--- src/rtl/nss_pkg.sv ---
package nss_pkg;

  // Host request kinds; the encoding is visible on req_kind.
  typedef enum logic [1:0] {
    K_CMD  = 2'd0,
    K_ADDR = 2'd1,
    K_WR   = 2'd2,
    K_RD   = 2'd3
  } kind_e;

  // Phases of one bus cycle, in the order they are visited.
  typedef enum logic [2:0] {
    PH_IDLE   = 3'd0,
    PH_DLY    = 3'd1,
    PH_SETUP  = 3'd2,
    PH_STROBE = 3'd3,
    PH_HOLD   = 3'd4,
    PH_HIZ    = 3'd5
  } phase_e;

endpackage

--- src/rtl/nss_rb_sync.sv ---
module nss_rb_sync #(
  parameter int STAGES = 2
) (
  input  logic clk,
  input  logic rst_n,
  input  logic async_in,
  output logic sync_out
);

  logic [STAGES-1:0] chain_q;

  generate
    if (STAGES == 1) begin : g_single
      always_ff @(posedge clk or negedge rst_n) begin
        if (!rst_n) chain_q <= '0;
        else        chain_q <= async_in;
      end
    end else begin : g_multi
      always_ff @(posedge clk or negedge rst_n) begin
        if (!rst_n) chain_q <= '0;
        else        chain_q <= {chain_q[STAGES-2:0], async_in};
      end
    end
  endgenerate

  assign sync_out = chain_q[STAGES-1];

endmodule

--- src/rtl/nss_phase_fsm.sv ---
module nss_phase_fsm
  import nss_pkg::*;
#(
  parameter int TF = 8,
  parameter int DF = 4,
  parameter int DW = 16
) (
  input  logic          clk,
  input  logic          rst_n,
  input  logic          soft_rst,
  input  logic          start_gate,
  input  logic          wide,
  input  logic          req_valid,
  input  kind_e         req_kind,
  input  logic [DW-1:0] req_data,
  input  logic [TF-1:0] t_setup,
  input  logic [TF-1:0] t_wait,
  input  logic [TF-1:0] t_hold,
  input  logic [TF-1:0] t_hiz,
  input  logic [DF-1:0] d_clr,
  input  logic [DF-1:0] d_ar,
  output phase_e        phase,
  output kind_e         kind,
  output logic [DW-1:0] data,
  output logic          ready,
  output logic          accept,
  output logic          strobe_last,
  output logic          finish
);

  localparam int CW = TF + 1;
  localparam logic [DW-1:0] LOW_MASK = {{(DW-8){1'b0}}, 8'hFF};

  phase_e        ph_q, ph_nx;
  logic [CW-1:0] cnt_q, first_len;
  kind_e         kind_q, hist_k;
  logic          hist_v;
  logic [DW-1:0] data_q;
  logic          is_wr, phase_done;

  // Number of clocks spent in a phase.
  function automatic logic [CW-1:0] len_of(phase_e p, logic [TF-1:0] st,
                                           logic [TF-1:0] wt, logic [TF-1:0] hd,
                                           logic [TF-1:0] hz);
    case (p)
      PH_SETUP:  return CW'(st) + CW'(1);
      PH_STROBE: return CW'(wt) + CW'(1);
      PH_HOLD:   return (hd == '0) ? CW'(1) : CW'(hd);
      PH_HIZ:    return CW'(hz);
      default:   return CW'(1);
    endcase
  endfunction

  // Turnaround before a read, chosen by the previous cycle kind.
  function automatic logic [CW-1:0] turn_len(kind_e k, logic hv, kind_e hk,
                                             logic [DF-1:0] c, logic [DF-1:0] a);
    if (k != K_RD || !hv) return '0;
    if (hk == K_CMD)      return CW'(c) + CW'(1);
    if (hk == K_ADDR)     return CW'(a) + CW'(1);
    return '0;
  endfunction

  function automatic phase_e after(phase_e p, logic wr, logic [TF-1:0] hz);
    case (p)
      PH_DLY:    return PH_SETUP;
      PH_SETUP:  return PH_STROBE;
      PH_STROBE: return PH_HOLD;
      PH_HOLD:   return (wr && hz != '0) ? PH_HIZ : PH_IDLE;
      default:   return PH_IDLE;
    endcase
  endfunction

  always_comb begin
    is_wr      = (kind_q != K_RD);
    ph_nx      = after(ph_q, is_wr, t_hiz);
    ready      = (ph_q == PH_IDLE) && start_gate;
    accept     = ready && req_valid;
    first_len  = turn_len(req_kind, hist_v, hist_k, d_clr, d_ar);
    phase_done = (ph_q != PH_IDLE) && (cnt_q == '0);
    finish     = phase_done && (ph_nx == PH_IDLE);
  end

  always_ff @(posedge clk or negedge rst_n) begin
    if (!rst_n) begin
      ph_q   <= PH_IDLE;
      cnt_q  <= '0;
      kind_q <= K_CMD;
      data_q <= '0;
      hist_v <= 1'b0;
      hist_k <= K_CMD;
    end else if (soft_rst) begin
      ph_q   <= PH_IDLE;
      cnt_q  <= '0;
      hist_v <= 1'b0;
    end else if (accept) begin
      kind_q <= req_kind;
      data_q <= wide ? req_data : (req_data & LOW_MASK);
      hist_v <= 1'b1;
      hist_k <= req_kind;
      if (first_len != '0) begin
        ph_q  <= PH_DLY;
        cnt_q <= first_len - CW'(1);
      end else begin
        ph_q  <= PH_SETUP;
        cnt_q <= len_of(PH_SETUP, t_setup, t_wait, t_hold, t_hiz) - CW'(1);
      end
    end else if (phase_done) begin
      ph_q  <= ph_nx;
      cnt_q <= len_of(ph_nx, t_setup, t_wait, t_hold, t_hiz) - CW'(1);
    end else if (ph_q != PH_IDLE) begin
      cnt_q <= cnt_q - CW'(1);
    end
  end

  assign phase       = ph_q;
  assign kind        = kind_q;
  assign data        = data_q;
  assign strobe_last = (ph_q == PH_STROBE) && (cnt_q == '0);

  // a finished strobe always hands over to hold
  p_strobe_then_hold_r5: assert property (@(posedge clk) disable iff (!rst_n)
    (ph_q == PH_STROBE && cnt_q == '0 && !soft_rst) |=> (ph_q == PH_HOLD));

  // an accepted request shows its first phase in the next clock
  p_first_phase_r11: assert property (@(posedge clk) disable iff (!rst_n)
    (accept && !soft_rst) |=> (ph_q == PH_SETUP || ph_q == PH_DLY));

  // only write cycles enter the bus-release phase
  p_hiz_writes_only_r6: assert property (@(posedge clk) disable iff (!rst_n)
    (ph_q == PH_HIZ) |-> (kind_q != K_RD));

endmodule

--- src/rtl/nand_strobe_seq.sv ---
module nand_strobe_seq
  import nss_pkg::*;
#(
  parameter  int TF      = 8,
  parameter  int DF      = 4,
  parameter  int DW      = 16,
  parameter  int SYNC_N  = 2,
  localparam int CLR_LSB = 9,
  localparam int AR_LSB  = CLR_LSB + DF,
  localparam int CTRL_W  = AR_LSB + DF,
  localparam int TIM_W   = 4 * TF
) (
  input  logic              clk,
  input  logic              rst_n,
  input  logic [CTRL_W-1:0] cfg_ctrl,
  input  logic [TIM_W-1:0]  cfg_tim,
  input  logic              req_valid,
  input  logic [1:0]        req_kind,
  input  logic [DW-1:0]     req_data,
  output logic              req_ready,
  output logic              done,
  output logic [DW-1:0]     rd_data,
  output logic              nand_ce_n,
  output logic              nand_cle,
  output logic              nand_ale,
  output logic              nand_we_n,
  output logic              nand_re_n,
  output logic [DW-1:0]     nand_dq_out,
  output logic              nand_dq_oe,
  input  logic [DW-1:0]     nand_dq_in,
  input  logic              nand_rb_n
);

  localparam int B_SRST = 0;
  localparam int B_WAIT = 1;
  localparam int B_BANK = 2;
  localparam int B_NAND = 3;
  localparam int B_WIDE = 4;
  localparam logic [DW-1:0] LOW_MASK = {{(DW-8){1'b0}}, 8'hFF};

  logic soft_rst, wait_en, bank_en, nand_sel, wide;
  logic rb_ready_s, start_gate, start_acc, strobe_last, finish;
  logic drive_ph, ctrl_unused;
  phase_e        phase;
  kind_e         kind;
  logic [DW-1:0] data_q, rd_q;
  logic          done_q;

  assign soft_rst    = cfg_ctrl[B_SRST];
  assign wait_en     = cfg_ctrl[B_WAIT];
  assign bank_en     = cfg_ctrl[B_BANK];
  assign nand_sel    = cfg_ctrl[B_NAND];
  assign wide        = cfg_ctrl[B_WIDE];
  assign ctrl_unused = ^cfg_ctrl[CLR_LSB-1:B_WIDE+1];

  nss_rb_sync #(.STAGES(SYNC_N)) u_rb_sync (
    .clk      (clk),
    .rst_n    (rst_n),
    .async_in (nand_rb_n),
    .sync_out (rb_ready_s)
  );

  assign start_gate = !soft_rst && bank_en && nand_sel && !(wait_en && !rb_ready_s);

  nss_phase_fsm #(.TF(TF), .DF(DF), .DW(DW)) u_fsm (
    .clk         (clk),
    .rst_n       (rst_n),
    .soft_rst    (soft_rst),
    .start_gate  (start_gate),
    .wide        (wide),
    .req_valid   (req_valid),
    .req_kind    (kind_e'(req_kind)),
    .req_data    (req_data),
    .t_setup     (cfg_tim[TF-1:0]),
    .t_wait      (cfg_tim[2*TF-1:TF]),
    .t_hold      (cfg_tim[3*TF-1:2*TF]),
    .t_hiz       (cfg_tim[4*TF-1:3*TF]),
    .d_clr       (cfg_ctrl[CLR_LSB+DF-1:CLR_LSB]),
    .d_ar        (cfg_ctrl[AR_LSB+DF-1:AR_LSB]),
    .phase       (phase),
    .kind        (kind),
    .data        (data_q),
    .ready       (req_ready),
    .accept      (start_acc),
    .strobe_last (strobe_last),
    .finish      (finish)
  );

  always_comb begin
    drive_ph    = (phase == PH_SETUP) || (phase == PH_STROBE) || (phase == PH_HOLD);
    nand_ce_n   = !(bank_en && !soft_rst);
    nand_cle    = drive_ph && (kind == K_CMD);
    nand_ale    = drive_ph && (kind == K_ADDR);
    nand_we_n   = !((phase == PH_STROBE) && (kind != K_RD));
    nand_re_n   = !((phase == PH_STROBE) && (kind == K_RD));
    nand_dq_oe  = (kind != K_RD) && (drive_ph || phase == PH_HIZ);
    nand_dq_out = nand_dq_oe ? data_q : '0;
  end

  always_ff @(posedge clk or negedge rst_n) begin
    if (!rst_n) begin
      done_q <= 1'b0;
      rd_q   <= '0;
    end else begin
      done_q <= finish && !soft_rst;
      if (strobe_last && kind == K_RD && !soft_rst)
        rd_q <= wide ? nand_dq_in : (nand_dq_in & LOW_MASK);
    end
  end

  assign done    = done_q;
  assign rd_data = rd_q;

  // write and read strobes never low together
  p_strobe_excl_r4: assert property (@(posedge clk) disable iff (!rst_n)
    !(!nand_we_n && !nand_re_n));

  // latch enables are exclusive
  p_latch_excl_r2: assert property (@(posedge clk) disable iff (!rst_n)
    !(nand_cle && nand_ale));

  // a read strobe never coincides with a driven bus
  p_read_no_drive_r6: assert property (@(posedge clk) disable iff (!rst_n)
    !nand_re_n |-> !nand_dq_oe);

  // acceptance needs bank, device select and no soft reset
  p_accept_gate_r1: assert property (@(posedge clk) disable iff (!rst_n)
    start_acc |-> (cfg_ctrl[B_BANK] && cfg_ctrl[B_NAND] && !cfg_ctrl[B_SRST]));

  // a strobe implies chip enable
  p_strobe_has_ce_r1: assert property (@(posedge clk) disable iff (!rst_n)
    (!nand_we_n || !nand_re_n) |-> !nand_ce_n);

  // no acceptance while waiting on a busy flash
  p_busy_hold_r8: assert property (@(posedge clk) disable iff (!rst_n)
    start_acc |-> !(cfg_ctrl[B_WAIT] && !rb_ready_s));

  // completion is a single-clock pulse
  p_done_single_r9: assert property (@(posedge clk) disable iff (!rst_n)
    done |=> !done);

endmodule

--- config.mk ---
export PLATFORM = sky130hd
export DESIGN_NAME = nand_strobe_seq
export DESIGN_NICKNAME = d
export VERILOG_FILES = /design/src/rtl/nss_pkg.sv /design/src/rtl/nss_rb_sync.sv /design/src/rtl/nss_phase_fsm.sv /design/src/rtl/nand_strobe_seq.sv
export SDC_FILE = /design/constraint.sdc
export NUM_CORES = 1
export LEC_CHECK = 0
export BUFFER_PORTS_ARGS = -buffer_cell sky130_fd_sc_hd__buf_2
export CAP_MARGIN = 20
export CORE_MARGIN = 2
export CORE_UTILIZATION = 30
export CTS_BUF_LIST = sky130_fd_sc_hd__clkbuf_2 sky130_fd_sc_hd__clkbuf_4 sky130_fd_sc_hd__clkbuf_8
export DETAILED_ROUTE_END_ITERATION = 8
export GPL_ROUTABILITY_DRIVEN = 0
export RECOVER_POWER = 100
export SYNTH_ARGS = -nofsm -noshare
export SYNTH_HDL_FRONTEND = slang
export SYNTH_SLANG_ARGS = --single-unit
export TNS_END_PERCENT = 5
--- constraint.sdc ---
create_clock -name clk -period 3.3 [get_ports clk]
set_input_delay 0.33 -clock clk [delete_from_list [all_inputs] [get_ports clk]]
set_output_delay 0.33 -clock clk [all_outputs]
set_load 0.01 [all_outputs]
==> flow_metrics.py, run 1 <==
metrics = {
    "logic_synthesis": {
        "synth_seq_area_share_pct": 35.5,
        "synth_commonest_cells": "84 x nand2_1, 50 x dfrtp_1, 22 x nand3_1, 19 x nor2_1, 18 x o21ai_0",
        "synth_top_family_by_area": "simple AND/OR/NAND/NOR gates",
        "yosys.area_share.adder_pct": 1.77,
        "avgSynthCellArea_um2": 8.90,
        "netlist_instances": 396,
        "synth_area_um2": 3530,
        "ys_types": 83,
        "synth.most_common_cell": "nand2_1",
        "synth_compound_area_share_pct": 18.8,
        "synth_seq_cells": 50,
        "synth_largest_area_cell": "dfrtp_1",
        "synth_ff_type": "dfrtp_1",
        "synthXorXnorAreaFrac_pct": 5.46,
        "async_reset_ff_share_pct": 100,
        "synth-edff-count": 0,
        "synth_warnings": 0,
        "synth_area_leaders": "dfrtp_1 35%, nand2_1 8.9%, xnor2_1 4.2%",
        "syn_nets": 488,
        "synthSimpleGateAreaFrac_pct": 30.4,
        "muxShareOfSynthArea_pct": 4.08,
        "synth_top_area_share_pct": 35.5,
    },
    "timing": {
        "period_needed_ns": 2.89,
        "timing.final.crit_share_pct": 87.5,
        "rsz0062_at_grt": "no",
        "finalSetupViolCount": 0,
        "finalMaxSlewViolations": 0,
        "max_freq_mhz": 346,
        "worst_pin_slew_ns": 1.36,
        "holdWs_ns": 0.122,
        "hold_viol": 0,
        "final.setup.tns_ns": 0,
        "clock_skew_ns": 0.00961,
        "slew_headroom_pct": 9.29,
    },
    "final_layout": {
        "stdcell_count": 656,
        "final_nets": 604,
        "multiInputGateArea_um2": 2100,
        "nFillCells": 1224,
        "area_growth_pct": 21.5,
        "n_antenna_cell": 0,
        "drive_gt1_share_pct": 27.7,
        "stdcell_area_um2": 4280,
        "seq_area_um2": 1250,
    },
    "detailed_routing": {
        "firstDrtPassIters": 4,
        "avgRoutedWirePerCell_um": 15.2,
        "drcViolationCount": 0,
        "ant_nets": 0,
        "drtIter0Drc": 146,
        "vias": 3440,
        "viasPerCell": 5.24,
        "drt_wl_total_um": 9970,
    },
    "worst_setup_path": {
        "worst-path-buf-inv": 3,
        "slowest_stage": "dfrtp_1",
        "crit_chain": "nor2_1 -> nand4_1 -> buf_4 -> a311oi_1 -> a21oi_1 -> inv_1 -> ha_1 -> inv_1 -> nor4_1 -> xnor2_1 -> o21ai_1",
        "crit_cells": 11,
        "cp.required_ns": 3.48,
        "crit_start": "u_fsm.phase[0]$_DFFE_PN0P_",
        "crit_family": "simple AND/OR/NAND/NOR gates",
        "cpPeakStageDelay_ns": 0.54,
        "crit_type": "reg2reg",
        "crit_fanout": 32,
        "crit_path_end_kind": "flop",
        "worstRegToRegCells": 11,
        "cp.arrival_ns": 3.07,
        "r2r_start": "u_fsm.phase[0]$_DFFE_PN0P_",
        "r2r_slack_ns": 0.41,
        "worst_path_most_repeated_cell": "inv_1",
        "startpoint_type": "flop",
    },
    "floorplan": {
        "die_w_um": 112,
        "fp.coreArea_um2": 11500,
        "die_h_um": 112,
        "rows": 39,
        "ios": 127,
        "start_util_pct": 30.7,
        "die-area_um2": 12600,
    },
    "grt": {
        "track_usage_pct": 16.4,
        "grt_max_degree": 33,
        "antenna_found_initial": 0,
        "overflow": 0,
        "grt_pass1_vias": 3515,
        "grt_pass1_wl_um": 17100,
    },
    "hold_path": {
        "hold_path_startpoint": "nand_rb_n",
        "min_path_type": "in2reg",
        "hold_depth": 1,
    },
    "placement": {
        "numPlacedInstances": 648,
        "placedInstanceArea_um2": 4260,
        "port_buffers": 122,
        "dp_hpwl_um": 7960,
    },
    "clock_tree": {
        "numCtsBuffers": 5,
        "post_cts_resized": 0,
        "clk_pin_slew_ns": 0.10,
        "worstSkewPairLatency_ns": 0.31,
        "clkSinkCount": 50,
        "clockRootBuffer": "clkbuf_8",
        "h-tree-depth": 2,
        "holdBufCountCts": 0,
        "cts_buffer_depth": 2,
        "tritoncts": "done",
        "cts_setup_buffers": 0,
    },
    "job": {
        "max_cap_violations": 0,
    },
    "power": {
        "peakVddDrop_v": 0.000233,
        "leakagePower_nw": 1.92,
        "power_density_nw_per_um2": 460,
    },
    "run_status": {
        "outcome": "completed",
    },
}
-- worst paths after layout --
| check | endpoint |
|---|---|
| max | u_fsm.cnt_q[6]$_DFFE_PN0P_ |
| min | u_rb_sync.chain_q[0]$_DFF_PN0_ |
| max reg2reg | u_fsm.cnt_q[6]$_DFFE_PN0P_ |
| min reg2reg | u_rb_sync.chain_q[1]$_DFF_PN0_ |
| max in group asynchronous | u_fsm.cnt_q[0]$_DFFE_PN0P_ |
| min in group asynchronous | u_fsm.data[15]$_DFFE_PN0P_ |
-- worst reg2reg max path, delay by kind of cell (launching register included) --
| kind | cells | cell delay (ns) |
|---|---|---|
| adders and majority gates | 1 | 0.18 |
| xor gates and xnor gates | 1 | 0.17 |
| and+or+nand+nor | 3 | 0.91 |
| DFF | 1 | 0.54 |
| AOI/OAI and AO/OA | 3 | 0.50 |
| buffers and inverters | 3 | 0.48 |
-- metrics by stage --
stage	util, %	setup WS, ns	power [mW]
2_1_floorplan	-	0.514	1.39
6_report	37.4	0.413	1.97
4_1_cts	38.1	0.511	2.03
3_5_place_dp	37.2	0.312	1.62
3_3_place_gp	37.2	0.363	1.60
5_1_grt	37.4	0.169	2.12
-- cells by family after synthesis --
| kind of cell | count (synthesis) |
|---|---|
| compound gates | 78 |
| simple gates | 200 |
| flops | 50 |
| xor+xnor | 22 |
| fa+ha+maj | 5 |
| buf+inv | 28 |
| mux | 13 |
-- power breakdown --
part | internal, mW | switching (mW) | leakage, nW
clock network | 0.193 | 0.209 | 0.0544
logic | 0.324 | 0.423 | 1.21
registers | 0.722 | 0.100 | 0.653
total | 1.24 | 0.733 | 1.92
-- metal layers --
| layer | global-route usage, % | routed length (um) | up-vias |
|---|---|---|---|
| met5 | 0 | 0 | - |
| met4 | 4.47 | 181 | 0 |
| met3 | 4.43 | 855 | 16 |
| met2 | 26.3 | 4470 | 158 |
| met1 | 22.0 | 4460 | 1614 |
| li1 | - | - | 1652 |
-- registers in the layout (all words and copies together) (netlist names) --
| register | flops |
|---|---|
| u_fsm.phase | 3 |
| rd_data | 16 |
| u_fsm.hist_v | 1 |
| u_rb_sync.chain_q | 2 |
| u_fsm.data | 16 |
| done | 1 |
| u_fsm.cnt_q | 9 |
| u_fsm.kind | 2 |
-- final cells by class --
| cell class | instances | area share, % |
|---|---|---|
| well taps | 143 | 4.18 |
| inverters | 7 | 0.613 |
| clock buffers | 7 | 2.25 |
| multi-input cells | 318 | 49.0 |
| clock inverters | 1 | 0.204 |
| repair buffers | 130 | 14.5 |
| flip-flops and latches | 50 | 29.2 |
-- cells in the final DEF, fill, tap and decap left out, types with 7 or more instances in the layout --
cell type | Yosys | final
buf_2 | 2 | 89
dfrtp_1 | 50 | 50
clkbuf_1 | 14 | 35
nor2_1 | 19 | 21
a21oi_1 | 8 | 8
a211oi_1 | 7 | 7
clkbuf_8 | 1 | 7
nand3_1 | 22 | 23
o21ai_0 | 18 | 19
xnor2_1 | 17 | 17
nand2_1 | 84 | 84
nor3_1 | 9 | 10
and2_1 | 17 | 11
mux2_2 | 10 | 10
Power figures use the tool's default switching activity.
==> run 2, diff against run 1 <==
--- a/config.mk
+++ b/config.mk
@@ -15,5 +15,6 @@
 export RECOVER_POWER = 100
 export SYNTH_ARGS = -nofsm -noshare
 export SYNTH_HDL_FRONTEND = slang
+export SYNTH_HIERARCHICAL = 1
 export SYNTH_SLANG_ARGS = --single-unit
 export TNS_END_PERCENT = 5
==> run 2 against run 1 <==
Net effect: the flow now finishes with violations (max-capacitance violations, max-slew violations); sequential cell count is the same; synthesized cell count rose by 0.76%; clock power down 5.7%; sequential share of layout area grew 0.31 points; sequential power shrank 1%; power up 1.5%; critical path depth fell by 3; count of clock-buffer cells in the layout unchanged; non-clock buffer count is 4 higher; register-to-register slack lost 0.04 ns; via count shrank 0.99%; critical endpoint is now u_fsm/cnt_q[8]$_DFFE_PN0P_; largest cell class unchanged; largest power group unchanged.
==> flow_metrics.py, run 2 <==
metrics = {
    "run_status": {
        "outcome": "finished, violations left",
        "violations": "max-capacitance violations, max-slew violations",
    },
    "logic_synthesis": {
        "synth_top_area_share_pct": 35.9,
        "synth_seq_area_share_pct": 35.9,
        "ys_types": 75,
        "synth_ff_type": "dfrtp_1",
        "netlist_instances": 399,
        "synth_compound_area_share_pct": 15.6,
        "synth_seq_cells": 50,
        "yosys.area_share.adder_pct": 1.79,
        "muxShareOfSynthArea_pct": 6.92,
        "synthXorXnorAreaFrac_pct": 3.98,
        "async_reset_ff_share_pct": 100,
        "synth-edff-count": 0,
        "synthSimpleGateAreaFrac_pct": 30.7,
        "synth_largest_area_cell": "dfrtp_1",
        "synth.most_common_cell": "nand2_1",
        "avgSynthCellArea_um2": 8.75,
        "synth_top_family_by_area": "simple AND/OR/NAND/NOR gates",
        "synth_commonest_cells": "75 x nand2_1, 50 x dfrtp_1, 25 x nand3_1, 20 x a21oi_1, 19 x nor3b_1",
        "synth_warnings": 6,
        "syn_nets": 491,
        "synth_area_leaders": "dfrtp_1 36%, nand2_1 8.1%, nor3b_1 4.1%",
        "synth_area_um2": 3490,
    },
    "timing": {
        "worst_pin_slew_ns": 2.11,
        "slew_headroom_pct": -40.5,
        "holdWs_ns": 0.135,
        "hold_viol": 0,
        "rsz0062_at_grt": "no",
        "max_freq_mhz": 341,
        "timing.final.crit_share_pct": 88.8,
        "finalSetupViolCount": 0,
        "finalMaxSlewViolations": 40,
        "period_needed_ns": 2.93,
        "clock_skew_ns": 0.00738,
        "final.setup.tns_ns": 0,
    },
    "worst_setup_path": {
        "cp.arrival_ns": 3.11,
        "cpPeakStageDelay_ns": 0.59,
        "crit_fanout": 12,
        "cp.required_ns": 3.48,
        "r2r_start": "u_fsm/hist_k[0]$_DFFE_PN0P_",
        "crit_start": "u_fsm/hist_k[0]$_DFFE_PN0P_",
        "r2r_end": "u_fsm/cnt_q[8]$_DFFE_PN0P_",
        "crit_type": "reg2reg",
        "crit_path_end": "u_fsm/cnt_q[8]$_DFFE_PN0P_",
        "worstRegToRegCells": 8,
        "slowest_stage": "dfrtp_1",
        "crit_path_end_kind": "flop",
        "crit_chain": "a211oi_2 -> and2_0 -> a222oi_1 -> nor2b_1 -> a211o_4 -> nor4_2 -> a211oi_1 -> nand3b_1",
        "startpoint_type": "flop",
        "r2r_slack_ns": 0.37,
    },
    "placement": {
        "port_buffers": 122,
        "numPlacedInstances": 656,
        "dp_hpwl_um": 7940,
    },
    "clock_tree": {
        "post_cts_resized": 0,
        "h-tree-depth": 2,
        "cts_setup_buffers": 0,
        "cts_buffer_depth": 2,
        "worstSkewPairLatency_ns": 0.30,
        "numCtsBuffers": 5,
        "tritoncts": "done",
        "holdBufCountCts": 0,
        "clk_pin_slew_ns": 0.09,
        "clkSinkCount": 50,
        "clockRootBuffer": "clkbuf_8",
    },
    "detailed_routing": {
        "drt_wl_total_um": 10100,
        "firstDrtPassIters": 4,
        "ant_nets": 0,
        "vias": 3406,
        "drcViolationCount": 0,
        "viasPerCell": 5.13,
        "drtIter0Drc": 208,
        "avgRoutedWirePerCell_um": 15.3,
    },
    "power": {
        "p_sw_share_pct": 38.2,
        "power_mw": 2.00,
        "power_density_nw_per_um2": 472,
        "leakagePower_nw": 2.04,
        "power.share.sequential_pct": 40.6,
        "power_switching_mw": 0.765,
        "peakVddDrop_v": 0.000204,
        "p_comb_share_pct": 40.5,
        "p_clk_share_pct": 18.9,
        "intPower_mw": 1.24,
    },
    "final_layout": {
        "post-route-util_pct": 37.3,
        "stdcell_count": 664,
        "mostFrequentLayoutCell": "buf_2",
        "drive_gt1_share_pct": 24.6,
        "n_antenna_cell": 0,
        "area_growth_pct": 21.5,
        "final_cell_mix": "84 x buf_2, 75 x nand2_1, 50 x dfrtp_1, 43 x clkbuf_1, 25 x nand3_1",
        "final_nets": 612,
    },
    "floorplan": {
        "start_util_pct": 30.7,
        "ios": 127,
        "rows": 39,
        "die-area_um2": 12500,
        "die_w_um": 112,
        "fp.coreArea_um2": 11400,
        "die_h_um": 112,
    },
    "grt": {
        "grt_max_degree": 40,
        "grt_pass1_vias": 3476,
        "grt_pass1_wl_um": 16700,
        "track_usage_pct": 16.2,
        "overflow": 0,
        "antenna_found_initial": 0,
    },
    "job": {
        "max_cap_violations": 1,
    },
    "hold_path": {
        "min_path_type": "in2reg",
    },
}
run 2: changes by cell type after synthesis, moves of 9 or more:
cell      previous run  this run
a21oi_1              8        20
and2_1              17         6
clkbuf_1            14         5
inv_1                6        15
mux2i_1              2        11
nand2_1             84        75
nor3b_1              1        19
xnor2_1             17         6
run 2: logic make-up after synthesis:
family / after synthesis
AO/OA/AOI/OAI: 74
XOR/XNOR: 15
adder cells (fa/ha/maj): 5
buffers and inverters: 35
flip-flops: 50
multiplexers: 22
AND/OR/NAND/NOR: 198
run 2: area by class of cell:
| cell class | instances | area (um^2) |
|---|---|---|
| clock buffer | 7 | 90.1 |
| clock inverter | 1 | 5.00 |
| fill | 1230 | 7130 |
| inverter | 15 | 56.3 |
| multi-input combinational | 314 | 2020 |
| sequential | 50 | 1250 |
| tap | 143 | 179 |
| timing repair buffer | 134 | 634 |
run 2: power groups by stage:
stage	combinational, mW	clock, mW	sequential, mW
2_1_floorplan	0.593	0	0.798
3_3_place_gp	0.820	0	0.816
3_5_place_dp	0.838	0	0.821
4_1_cts	0.842	0.394	0.810
5_1_grt	0.898	0.422	0.830
6_report	0.810	0.378	0.813
run 2: how the worst min path moves through the flow:
stage	start	endpoint	slack [ns]	cells after the start
2_1_floorplan	rst_n	done$_DFF_PN0_	0.03	0
3_3_place_gp	u_rb_sync/chain_q[0]$_DFF_PN0_	u_rb_sync/chain_q[1]$_DFF_PN0_	0.33	0
3_5_place_dp	u_rb_sync/chain_q[0]$_DFF_PN0_	u_rb_sync/chain_q[1]$_DFF_PN0_	0.34	0
4_1_cts	nand_rb_n	u_rb_sync/chain_q[0]$_DFF_PN0_	0.12	1
5_1_grt	nand_rb_n	u_rb_sync/chain_q[0]$_DFF_PN0_	0.12	1
6_report	nand_rb_n	u_rb_sync/chain_q[0]$_DFF_PN0_	0.14	1
run 2: critical path, delay by kind of cell, from the launching register on:
kind,cells,cell delay [ns]
flops,1,0.59
simple gates,4,1.11
compound gates,4,1.09
run 2: per-layer routing:
layer	GRT usage [%]	part of all wire, %	up-vias	routed length, um
met3	4.68	8.3	12	843
met5	0	0	-	0
met1	20.7	43	1605	4400
met2	27.1	47	122	4780
met4	4.28	1.1	0	116
li1	-	-	1667	-
run 2: metrics by stage:
stage	instance area [um^2]	worst slack, ns
final	4240	0.371
after global routing	4240	0.169
after CTS	4340	0.400
after detailed placement	4250	0.251
after global placement	4250	0.296
after floorplan	3490	0.596
==> run 3, diff against run 2 <==
==> constraint.sdc (replaced) <==
create_clock -name clk -period 3.3 [get_ports clk]
set_input_delay 0 -clock clk [delete_from_list [all_inputs] [get_ports clk]]
set_output_delay 0 -clock clk [all_outputs]
set_load 0.01 [all_outputs]
==> run 3 against run 2 <==
Net effect: the run now ends clean; combinational power is 5.3% higher; via count increased by 6.5%; fmax down 0.41%; critical endpoint is now rd_data[6]$_DFFE_PN0P_; largest power group is now combinational logic; highest routed layer unchanged.
==> flow_metrics.py, run 3 (synthesis results as in run 2) <==
metrics = {
    "final_layout": {
        "mostFrequentLayoutCell": "buf_2",
        "post-route-util_pct": 40.5,
        "n_antenna_cell": 0,
        "area_growth_pct": 31.9,
        "drive_gt1_share_pct": 22.8,
        "nFillCells": 1165,
        "final_cell_mix": "84 x buf_2, 75 x nand2_1, 50 x dfrtp_1, 43 x clkbuf_1, 36 x dlygate4sd3_1",
        "final_nets": 648,
    },
    "clock_tree": {
        "post_cts_resized": 0,
        "clockRootBuffer": "clkbuf_8",
        "tritoncts": "done",
        "numCtsBuffers": 5,
        "h-tree-depth": 2,
        "cts_buffer_depth": 2,
        "clkSinkCount": 50,
        "worstSkewPairLatency_ns": 0.31,
        "clk_pin_slew_ns": 0.09,
    },
    "detailed_routing": {
        "drcViolationCount": 0,
        "drt_wl_total_um": 10700,
        "avgRoutedWirePerCell_um": 15.2,
        "viasPerCell": 5.18,
        "ant_nets": 0,
        "vias": 3629,
        "firstDrtPassIters": 5,
        "drtIter0Drc": 282,
    },
    "worst_setup_path": {
        "r2r_slack_ns": 0.36,
        "startpoint_type": "flop",
        "slowest_stage": "nand4b_1",
        "crit_path_end_kind": "flop",
        "worstRegToRegCells": 6,
        "crit_type": "reg2reg",
        "r2r_end": "rd_data[6]$_DFFE_PN0P_",
        "crit_chain": "buf_4 -> and3b_1 -> inv_1 -> nor2_1 -> nand4b_1 -> mux2_1",
        "cpPeakStageDelay_ns": 0.82,
        "cp.arrival_ns": 3.13,
        "crit_fanout": 16,
        "cp.required_ns": 3.49,
        "r2r_start": "u_fsm/phase[2]$_DFFE_PN0P_",
    },
    "timing": {
        "rsz0062_at_grt": "no",
        "finalMaxSlewViolations": 0,
        "final.setup.tns_ns": 0,
        "hold_viol": 0,
        "timing.final.crit_share_pct": 89.1,
        "period_needed_ns": 2.94,
        "slew_headroom_pct": 4.98,
        "clock_skew_ns": 0.00985,
        "holdWs_ns": 0.0723,
        "max_freq_mhz": 340,
        "finalSetupViolCount": 0,
        "worst_pin_slew_ns": 1.43,
    },
    "grt": {
        "grt_max_degree": 27,
        "antenna_found_initial": 0,
        "grt_pass1_wl_um": 17400,
        "overflow": 0,
        "track_usage_pct": 16.9,
        "grt_pass1_vias": 3652,
    },
    "placement": {
        "dp_hpwl_um": 7940,
        "port_buffers": 122,
    },
    "hold_path": {
        "hold_depth": 3,
        "holdPathEnd": "u_fsm/data[13]$_DFFE_PN0P_",
        "hold_path_startpoint": "cfg_ctrl[4]",
        "min_path_type": "in2reg",
    },
    "run_status": {
        "outcome": "completed",
    },
    "floorplan": {
        "rows": 39,
        "fp.coreArea_um2": 11400,
        "die_w_um": 112,
        "ios": 127,
        "die-area_um2": 12500,
        "die_h_um": 112,
        "start_util_pct": 30.7,
    },
    "power": {
        "intPower_mw": 1.27,
        "peakVddDrop_v": 0.000212,
        "p_comb_share_pct": 41.7,
        "power.share.sequential_pct": 39.5,
        "power_density_nw_per_um2": 444,
        "p_sw_share_pct": 38.0,
        "p_clk_share_pct": 18.8,
        "power_mw": 2.05,
        "power_switching_mw": 0.778,
        "leakagePower_nw": 2.19,
    },
    "job": {
        "max_cap_violations": 0,
    },
}
-- run 3: cell types whose count changed in the layout (fill, tap and decap cells not counted) --
cell,previous run,this run
dlygate4sd3_1,0,36
nor4_2,2,1
nor4_4,0,1
o21ai_0,13,14
o21ai_1,1,0
o221ai_1,1,2
o221ai_2,1,0
-- run 3: worst max-delay path: cells and delay by family, from the launching register on --
family | cells | cell delay (ns)
buf+inv | 2 | 0.34
simple gates | 3 | 1.36
mux | 1 | 0.64
flops | 1 | 0.48
-- run 3: cell type report --
type / instances / area (um^2) / area share, %
clock inverters: 1 / 5.00 / 0.109
clock buffers: 7 / 90.1 / 1.96
well taps: 143 / 179 / 3.89
multi-input cells: 314 / 2030 / 44.0
repair buffers: 170 / 995 / 21.6
flip-flops and latches: 50 / 1250 / 27.2
inverters: 15 / 56.3 / 1.22
-- run 3: power groups by stage --
stage	Sequential [mW]	Clock, mW	Combinational (mW)
2_1_floorplan	0.798	0	0.593
3_3_place_gp	0.814	0	0.823
3_5_place_dp	0.820	0	0.835
4_1_cts	0.808	0.398	0.871
5_1_grt	0.826	0.419	0.931
6_report	0.808	0.384	0.853
-- run 3: worst max path at each step --
stage,start,endpoint,slack (ns)
2_1_floorplan,u_fsm/hist_k[0]$_DFFE_PN0P_,u_fsm/cnt_q[4]$_DFFE_PN0P_,0.68
3_3_place_gp,u_fsm/hist_k[0]$_DFFE_PN0P_,u_fsm/cnt_q[4]$_DFFE_PN0P_,0.48
3_5_place_dp,u_fsm/hist_k[0]$_DFFE_PN0P_,u_fsm/cnt_q[4]$_DFFE_PN0P_,0.48
4_1_cts,u_fsm/hist_k[0]$_DFFE_PN0P_,u_fsm/cnt_q[4]$_DFFE_PN0P_,0.44
5_1_grt,u_fsm/phase[2]$_DFFE_PN0P_,rd_data[7]$_DFFE_PN0P_,0.17
6_report,u_fsm/phase[2]$_DFFE_PN0P_,rd_data[6]$_DFFE_PN0P_,0.36
-- run 3: per-layer routing --
layer	GRT usage (%)	up-vias	wire, um
li1	-	1739	-
met1	20.9	1697	4560
met2	29.9	180	5120
met3	3.97	13	871
met4	4.03	0	109
met5	0	-	0
-- run 3: through the flow --
stage / area [um^2] / worst slack (ns) / cells
floorplan: 3490 / 0.684 / 399
global placement: 4250 / 0.483 / 656
detailed placement: 4250 / 0.480 / 656
CTS: 4700 / 0.442 / 700
global route: 4600 / 0.167 / 700
finish: 4600 / 0.359 / 700
-- run 3: repair_timing --
| action | 4_1_cts | 5_1_grt |
|---|---|---|
| hold buffers | 36 | 0 |
| buffers inserted | 0 | 0 |
| hold endpoints to repair | 59 | 0 |
